`config.mk`:
```
export PLATFORM = sky130hd
export DESIGN_NAME = bch2_decoder
export DESIGN_NICKNAME = d
export VERILOG_FILES = /design/src/rtl/bch2_pkg.sv /design/src/rtl/bch2_syndrome.sv /design/src/rtl/bch2_locator.sv /design/src/rtl/bch2_chien.sv /design/src/rtl/bch2_decoder.sv
export SDC_FILE = /design/constraint.sdc
export NUM_CORES = 1
export LEC_CHECK = 0
export ABC_AREA = 1
export BUFFER_PORTS_ARGS = -buffer_cell sky130_fd_sc_hd__buf_2
export CORE_UTILIZATION = 45
export CTS_CLUSTER_DIAMETER = 120
export DETAILED_ROUTE_END_ITERATION = 10
export HOLD_SLACK_MARGIN = 0.03
export MAX_ROUTING_LAYER = met4
export PLACE_DENSITY = 0.62
export SLEW_MARGIN = 20
export SYNTH_ARGS = -nofsm -noshare
export SYNTH_HDL_FRONTEND = slang
export SYNTH_HIERARCHICAL = 1
export SYNTH_SLANG_ARGS = --single-unit
```
`constraint.sdc`:
```
create_clock -name clk -period 28.8 [get_ports clk]
set_input_delay 8.64 -clock clk [delete_from_list [all_inputs] [get_ports clk]]
set_output_delay 8.64 -clock clk [all_outputs]
set_load 0.02 [all_outputs]
```
`src/rtl/bch2_pkg.sv`:
```
package bch2_pkg;
  localparam int GF_M   = 4;
  localparam logic [GF_M:0] GF_POLY = 5'b10011;
  localparam int CW_N   = (1 << GF_M) - 1;
  localparam int CW_T   = 2;
  localparam int CW_K   = CW_N - GF_M * CW_T;
  localparam int ROOT_W = $clog2(CW_N + 1);
  localparam int POS_W  = $clog2(CW_N);
  localparam int LATENCY = CW_N + 1;

  typedef logic [GF_M-1:0] gf_t;
  typedef logic [CW_N-1:0] cw_t;
  typedef enum logic [1:0] {DEC_IDLE, DEC_SOLVE, DEC_SEARCH, DEC_HOLD} dec_state_e;

  // product of two field elements, shift-and-reduce
  function automatic gf_t gf_mul(gf_t a, gf_t b);
    gf_t acc;
    gf_t sh;
    acc = '0;
    sh  = a;
    for (int i = 0; i < GF_M; i++) begin
      if (b[i]) acc ^= sh;
      if (sh[GF_M-1]) sh = {sh[GF_M-2:0], 1'b0} ^ GF_POLY[GF_M-1:0];
      else            sh = {sh[GF_M-2:0], 1'b0};
    end
    return acc;
  endfunction

  // alpha raised to e (fixed loop bound)
  function automatic gf_t gf_pow_alpha(int e);
    gf_t v;
    int  r;
    v = gf_t'(1);
    r = e % CW_N;
    for (int i = 0; i < CW_N; i++)
      if (i < r) v = gf_mul(v, gf_t'(2));
    return v;
  endfunction

  // inverse as a^(N-1); zero maps to zero
  function automatic gf_t gf_inv(gf_t a);
    gf_t v;
    v = gf_t'(1);
    for (int i = 0; i < CW_N - 1; i++) v = gf_mul(v, a);
    return v;
  endfunction

  // word evaluated at alpha^pw
  function automatic gf_t cw_syndrome(cw_t w, int pw);
    gf_t s;
    s = '0;
    for (int l = 0; l < CW_N; l++)
      if (w[l]) s ^= gf_pow_alpha(pw * l);
    return s;
  endfunction
endpackage

```
`src/rtl/bch2_syndrome.sv`:
```
module bch2_syndrome
  import bch2_pkg::*;
(
  input  logic [CW_N-1:0] word_i,
  output logic [GF_M-1:0] s1_o,
  output logic [GF_M-1:0] s3_o
);
  gf_t term1 [CW_N];
  gf_t term3 [CW_N];

  for (genvar l = 0; l < CW_N; l++) begin : g_term
    localparam gf_t A1 = gf_pow_alpha(l);
    localparam gf_t A3 = gf_pow_alpha(3 * l);
    assign term1[l] = word_i[l] ? A1 : '0;
    assign term3[l] = word_i[l] ? A3 : '0;
  end

  always_comb begin
    s1_o = '0;
    s3_o = '0;
    for (int l = 0; l < CW_N; l++) begin
      s1_o ^= term1[l];
      s3_o ^= term3[l];
    end
  end
endmodule

```
`src/rtl/bch2_locator.sv`:
```
module bch2_locator
  import bch2_pkg::*;
(
  input  logic [GF_M-1:0] s1_i,
  input  logic [GF_M-1:0] s3_i,
  output logic [GF_M-1:0] sig1_o,
  output logic [GF_M-1:0] sig2_o,
  output logic [1:0]      deg_o,
  output logic            bad_o
);
  gf_t s1_sq, s1_cube, diff, s1_inv;

  assign s1_sq   = gf_mul(s1_i, s1_i);
  assign s1_cube = gf_mul(s1_sq, s1_i);
  assign diff    = s3_i ^ s1_cube;
  assign s1_inv  = gf_inv(s1_i);

  always_comb begin
    sig1_o = s1_i;
    sig2_o = '0;
    deg_o  = 2'd0;
    bad_o  = 1'b0;
    if (s1_i == '0) begin
      bad_o = (s3_i != '0);
    end else if (diff == '0) begin
      deg_o = 2'd1;
    end else begin
      deg_o  = 2'd2;
      sig2_o = gf_mul(diff, s1_inv);
    end
  end
endmodule

```
`src/rtl/bch2_chien.sv`:
```
module bch2_chien
  import bch2_pkg::*;
(
  input  logic              clk,
  input  logic              rst_n,
  input  logic              load_i,
  input  logic              step_i,
  input  logic [GF_M-1:0]   sig1_i,
  input  logic [GF_M-1:0]   sig2_i,
  output logic [CW_N-1:0]   err_o,
  output logic [ROOT_W-1:0] roots_o,
  output logic              last_o
);
  localparam gf_t STEP1 = gf_pow_alpha(CW_N - 1);
  localparam gf_t STEP2 = gf_pow_alpha(CW_N - 2);

  gf_t              t1_q, t2_q;
  logic [POS_W-1:0] pos_q;
  logic             hit;

  assign hit    = ((gf_t'(1) ^ t1_q ^ t2_q) == '0);
  assign last_o = step_i && (pos_q == POS_W'(CW_N - 1));

  always_ff @(posedge clk or negedge rst_n) begin
    if (!rst_n) begin
      t1_q    <= '0;
      t2_q    <= '0;
      pos_q   <= '0;
      err_o   <= '0;
      roots_o <= '0;
    end else if (load_i) begin
      t1_q    <= sig1_i;
      t2_q    <= sig2_i;
      pos_q   <= '0;
      err_o   <= '0;
      roots_o <= '0;
    end else if (step_i) begin
      if (hit) begin
        err_o[pos_q] <= 1'b1;
        roots_o      <= roots_o + 1'b1;
      end
      t1_q  <= gf_mul(t1_q, STEP1);
      t2_q  <= gf_mul(t2_q, STEP2);
      pos_q <= pos_q + 1'b1;
    end
  end


  roots_bound_chk: assert property (@(posedge clk) disable iff (!rst_n)
    roots_o <= ROOT_W'(CW_T));


  step_range_chk: assert property (@(posedge clk) disable iff (!rst_n)
    step_i |-> pos_q <= POS_W'(CW_N - 1));
endmodule

```
`src/rtl/bch2_decoder.sv`:
```
module bch2_decoder
  import bch2_pkg::*;
(
  input  logic            clk,
  input  logic            rst_n,
  input  logic            in_valid,
  output logic            in_ready,
  input  logic [CW_N-1:0] in_word,
  output logic            out_valid,
  input  logic            out_ready,
  output logic [CW_N-1:0] out_word,
  output logic [CW_K-1:0] out_msg,
  output logic            out_uncorr
);
  localparam int LAT_W = $clog2(LATENCY + 2);

  dec_state_e        state_q;
  cw_t               rx_q;
  logic [1:0]        deg_q;
  logic              bad_q;
  gf_t               s1, s3, sig1, sig2;
  logic [1:0]        deg;
  logic              bad;
  cw_t               err_vec;
  logic [ROOT_W-1:0] roots;
  logic              last;
  logic              take;

  assign in_ready  = (state_q == DEC_IDLE);
  assign out_valid = (state_q == DEC_HOLD);
  assign take      = in_valid && in_ready;

  bch2_syndrome u_syn (
    .word_i (rx_q),
    .s1_o   (s1),
    .s3_o   (s3)
  );

  bch2_locator u_loc (
    .s1_i   (s1),
    .s3_i   (s3),
    .sig1_o (sig1),
    .sig2_o (sig2),
    .deg_o  (deg),
    .bad_o  (bad)
  );

  bch2_chien u_chien (
    .clk     (clk),
    .rst_n   (rst_n),
    .load_i  (state_q == DEC_SOLVE),
    .step_i  (state_q == DEC_SEARCH),
    .sig1_i  (sig1),
    .sig2_i  (sig2),
    .err_o   (err_vec),
    .roots_o (roots),
    .last_o  (last)
  );

  always_ff @(posedge clk or negedge rst_n) begin
    if (!rst_n) begin
      state_q <= DEC_IDLE;
      rx_q    <= '0;
      deg_q   <= '0;
      bad_q   <= 1'b0;
    end else begin
      unique case (state_q)
        DEC_IDLE: if (in_valid) begin
          rx_q    <= in_word;
          state_q <= DEC_SOLVE;
        end
        DEC_SOLVE: begin
          deg_q   <= deg;
          bad_q   <= bad;
          state_q <= DEC_SEARCH;
        end
        DEC_SEARCH: if (last) state_q <= DEC_HOLD;
        DEC_HOLD:   if (out_ready) state_q <= DEC_IDLE;
        default:    state_q <= DEC_IDLE;
      endcase
    end
  end

  assign out_uncorr = bad_q || (roots != ROOT_W'(deg_q));
  assign out_word   = out_uncorr ? rx_q : (rx_q ^ err_vec);
  assign out_msg    = out_word[CW_N-1 -: CW_K];

  // cycles since the accepting edge, used only by the latency check
  logic [LAT_W-1:0] lat_q;
  always_ff @(posedge clk or negedge rst_n) begin
    if (!rst_n)                            lat_q <= '0;
    else if (take)                         lat_q <= '0;
    else if (!out_valid && lat_q != '1)    lat_q <= lat_q + 1'b1;
  end


  busy_after_take_chk: assert property (@(posedge clk) disable iff (!rst_n)
    take |=> !in_ready && !out_valid);


  fixed_latency_chk: assert property (@(posedge clk) disable iff (!rst_n)
    $rose(out_valid) |-> lat_q == LAT_W'(LATENCY));


  hold_result_chk: assert property (@(posedge clk) disable iff (!rst_n)
    out_valid && !out_ready |=> out_valid && $stable(out_word) && $stable(out_uncorr));


  repaired_is_codeword_chk: assert property (@(posedge clk) disable iff (!rst_n)
    out_valid && !out_uncorr |-> cw_syndrome(out_word, 1) == '0 && cw_syndrome(out_word, 3) == '0);
endmodule

```
==> run summary <==
FLOORPLAN
----------------------------------------------------------------------------------------
Initial standard-cell utilization of the core .............................        46.1%
Placeable Area ............................................................   19,500 µm²
Count of boundary I/O pins ................................................           44
Die Span Y ................................................................       144 µm
DIE AREA ..................................................................   20,600 µm²
Width of the die ..........................................................       144 µm
Placement Rows ............................................................           51

FLOW RUN
----------------------------------------------------------------------------------------
Number of maximum-capacitance constraint violations .......................            0

PLACEMENT
----------------------------------------------------------------------------------------
Gp weighted congestion ....................................................        0.853
Total of buffers placed on input and output ports .........................           43
DP Wirelength .............................................................      16.2 mm
# placed instances ........................................................        1,865
Instance area at placement ................................................     9240 µm²

DRT
----------------------------------------------------------------------------------------
Drt initial violations ....................................................          501
Via count of the routed design ............................................        9,457
Residual DRC ..............................................................            0
Number of vias per cell ...................................................         5.05
Number of nets still failing antenna checks after routing .................            0
Detailed-route wire length ................................................      22.1 mm
Number of search-and-repair iterations in the first detailed-routing pass .            6
Post-DR wirelength/cell ...................................................      11.8 µm

WORST SETUP PATH
----------------------------------------------------------------------------------------
Worst-path cell with the longest stage delay ..............................      dfrtp_1
Biggest cell delay along the critical path ................................      0.68 ns
Critical path peak fanout .................................................           58
Minimum setup slack among reg-to-reg paths ................................     17.09 ns
CP arrival ................................................................     11.91 ns
Critical path required time ...............................................     29.00 ns
Kind of start point of the critical path ..................................    flip-flop
Kind of critical path ..................................................... flip-flop to flip-flop
R2R depth .................................................................           98
CP Capture Type ...........................................................    flip-flop
Worst reg2reg endpoint .................................................... u_chien/t2_q[3]
Most common cell type on the critical path ................................      nand2_1
Timing startpoint of the critical path ....................................     rx_q[12]
Launching point of the worst reg2reg path .................................     rx_q[12]
Capture point of the critical path ........................................ u_chien/t2_q[3]

STATUS
----------------------------------------------------------------------------------------
Outcome ...................................................................    completed

WORST HOLD PATH
----------------------------------------------------------------------------------------
Path type of the worst min-delay path ..................................... flip-flop to flip-flop

CTS
----------------------------------------------------------------------------------------
Source-to-sink clock delay at the later pin of the worst-skew pair ........      0.29 ns
Total setup buffers inserted after CTS ....................................            0
Quantity of gates resized following cts ...................................            0
Register clock-pin slew on the reported worst setup and hold paths ........      0.07 ns
Cts hold-fix bufs .........................................................            0
Clock buffer depth ........................................................            2
CTS buffer count ..........................................................            5
Library cell used as clock root buffer ....................................    clkbuf_16
Clk sinks .................................................................           51
Number of H-tree levels ...................................................            2
TritonCTS clock tree ......................................................        built

LOGIC SYNTHESIS
----------------------------------------------------------------------------------------
Area of the mapped netlist ................................................     9010 µm²
Number of flops mapped to enable cells by yosys ...........................            0
Asr flop ratio synth ......................................................         100%
Count of warnings emitted by yosys ........................................            6
Syn Area/Cell .............................................................     5.60 µm²
Nets in the synthesized netlist ...........................................        1,643
Gate Count Post-Synth .....................................................        1,610
Prevailing post-synth register cell .......................................      dfrtp_1
Number of register bits inferred by synthesis .............................           51
Number of unique standard cell types used by synthesis ....................           41
Register area share after synthesis .......................................        14.2%

GLOBAL ROUTE
----------------------------------------------------------------------------------------
Total routing usage reported by global routing ............................        22.5%
Number of antenna violations at the first check in global routing .........            0
Pin count of the biggest net entering global routing ......................           69
Via count of the first global-routing pass ................................        8,203
Overflow left after global routing ........................................            0
First-pass GRT wire length ................................................      37.2 mm

TIMING
----------------------------------------------------------------------------------------
Hold slack final ..........................................................     0.514 ns
Final clock period utilization by the worst path ..........................        40.7%
Peak Freq .................................................................     85.4 MHz
Max transition margin .....................................................        36.8%
Finish-stage setup viols ..................................................            0
Pins Over Slew Limit ......................................................            0
Final hold violation count ................................................            0
Fin Clk Skew ..............................................................   0.00369 ns
Post-route minimum period .................................................     11.71 ns
Worst-margin pin slew .....................................................     0.948 ns
Final sum of negative setup slack .........................................         0 ns
RSZ-0062 raised after global routing ......................................        false

FINISH
----------------------------------------------------------------------------------------
Finished Cell Area ........................................................     9390 µm²
Layout cell share with drive strength beyond 1 ............................        16.4%
Count of placed standard cells in the final layout, fillers left out ......        1,872
Post-synthesis to final-layout area growth ................................        4.17%
Diodes inserted ...........................................................            0
NumNets Final .............................................................        1,640

## kinds of logic (layout without fill, tap and decap cells)
group | after synthesis | in the layout | synth area share (%)
compound gates | 60 | 60 | 3.78
flops | 51 | 51 | 14.2
mux | 16 | 16 | 2.42
simple gates | 1123 | 1123 | 58.1
buf+inv | 290 | 287 | 13.8
xor+xnor | 56 | 56 | 5.86
fa+ha+maj | 14 | 14 | 1.94
## cell usage in the layout (no fill, tap or decap), drive strengths merged
cell	instances
nand2	704
nand3	269
inv	229
nor2	107
dfrtp	51
buf	49
a21oi	39
xor2	34
nand4	26
xnor2	22
mux2	16
ha	14
o21ai	13
o221ai	7
nand3b	7
nor3	6
clkbuf	6
clkinv	3
nand2b	2
nor4	1
o21bai	1
or2	1
## critical path, delay by kind of cell (launching register included)
family | cells | cell delay, ns
adders and majority gates | 1 | 0.52
DFF | 1 | 0.68
xor gates and xnor gates | 1 | 0.20
AOI/OAI and AO/OA | 2 | 0.25
buffers and inverters | 10 | 1.77
and+or+nand+nor | 84 | 8.13
## stage by stage
step,utilization [%],setup WS (ns)
2_1_floorplan,-,18.85
3_3_place_gp,47.3,17.31
3_5_place_dp,47.3,17.13
4_1_cts,48.1,17.10
5_1_grt,48.1,15.43
6_report,48.1,17.09
## state kept, by name, indices dropped and copies added, names as in the netlist
register / cells
deg_q: 2
state_q: 2
u_chien/roots_o: 4
bad_q: 1
u_chien/pos_q: 4
u_chien/err_o: 15
rx_q: 15
u_chien/t1_q: 4
u_chien/t2_q: 4
## cells in the mapped netlist, types with 3 or more instances
cell type	n	share of area (%)
nand2_1	603	25
nand3_1	242	13
inv_1	196	8.2
nor2_1	89	3.7
nand2_2	85	5.9
dfrtp_1	51	14
a21oi_1	37	2.1
inv_2	33	1.4
xor2_1	33	3.2
buf_2	29	1.6
nand4_1	26	1.8
nand3_2	25	2.8
xnor2_1	18	1.7
buf_4	16	1.3
nand2_4	16	2.0
ha_1	14	1.9
nor2_2	13	0.90
mux2_4	10	1.7
o21ai_0	9	0.50
nand3b_1	7	0.58
o221ai_1	7	0.68
mux2_2	6	0.75
nor3_1	6	0.33
buf_1	5	0.21
buf_6	4	0.50
xnor2_2	4	0.72
clkbuf_1	3	0.12
nor2_4	3	0.37
o21ai_1	3	0.17
## layout make-up
type | instances | area, µm²
clock buffer | 6 | 139
clock inverter | 1 | 5.00
fill | 2076 | 10100
inverter | 231 | 867
multi-input combinational | 1269 | 6510
sequential | 51 | 1280
tap | 265 | 332
timing repair buffer | 49 | 260
## worst min-delay path by stage
stage,slack [ns],cells after the start,start,endpoint
floorplan,0.46,2,u_chien/roots_o[3],u_chien/roots_o[3]
detailed placement,0.51,2,u_chien/roots_o[3],u_chien/roots_o[3]
global placement,0.50,2,u_chien/roots_o[3],u_chien/roots_o[3]
finish,0.51,2,u_chien/roots_o[3],u_chien/roots_o[3]
global route,0.55,2,u_chien/err_o[10],u_chien/err_o[10]
CTS,0.52,2,u_chien/roots_o[3],u_chien/roots_o[3]
## routing by layer
metal  track usage (%)  vias to the layer above  wire, µm
li1                  -                     5009         -
met1              28.1                     4285     10400
met2              40.8                      154     10900
met3             0.966                        9       595
met4              3.53                        0       128
met5                 -                        -         0
Power is left out: the tool's default activity adds up to more than one toggle a clock period on the data nets, which glitch-free logic cannot reach.
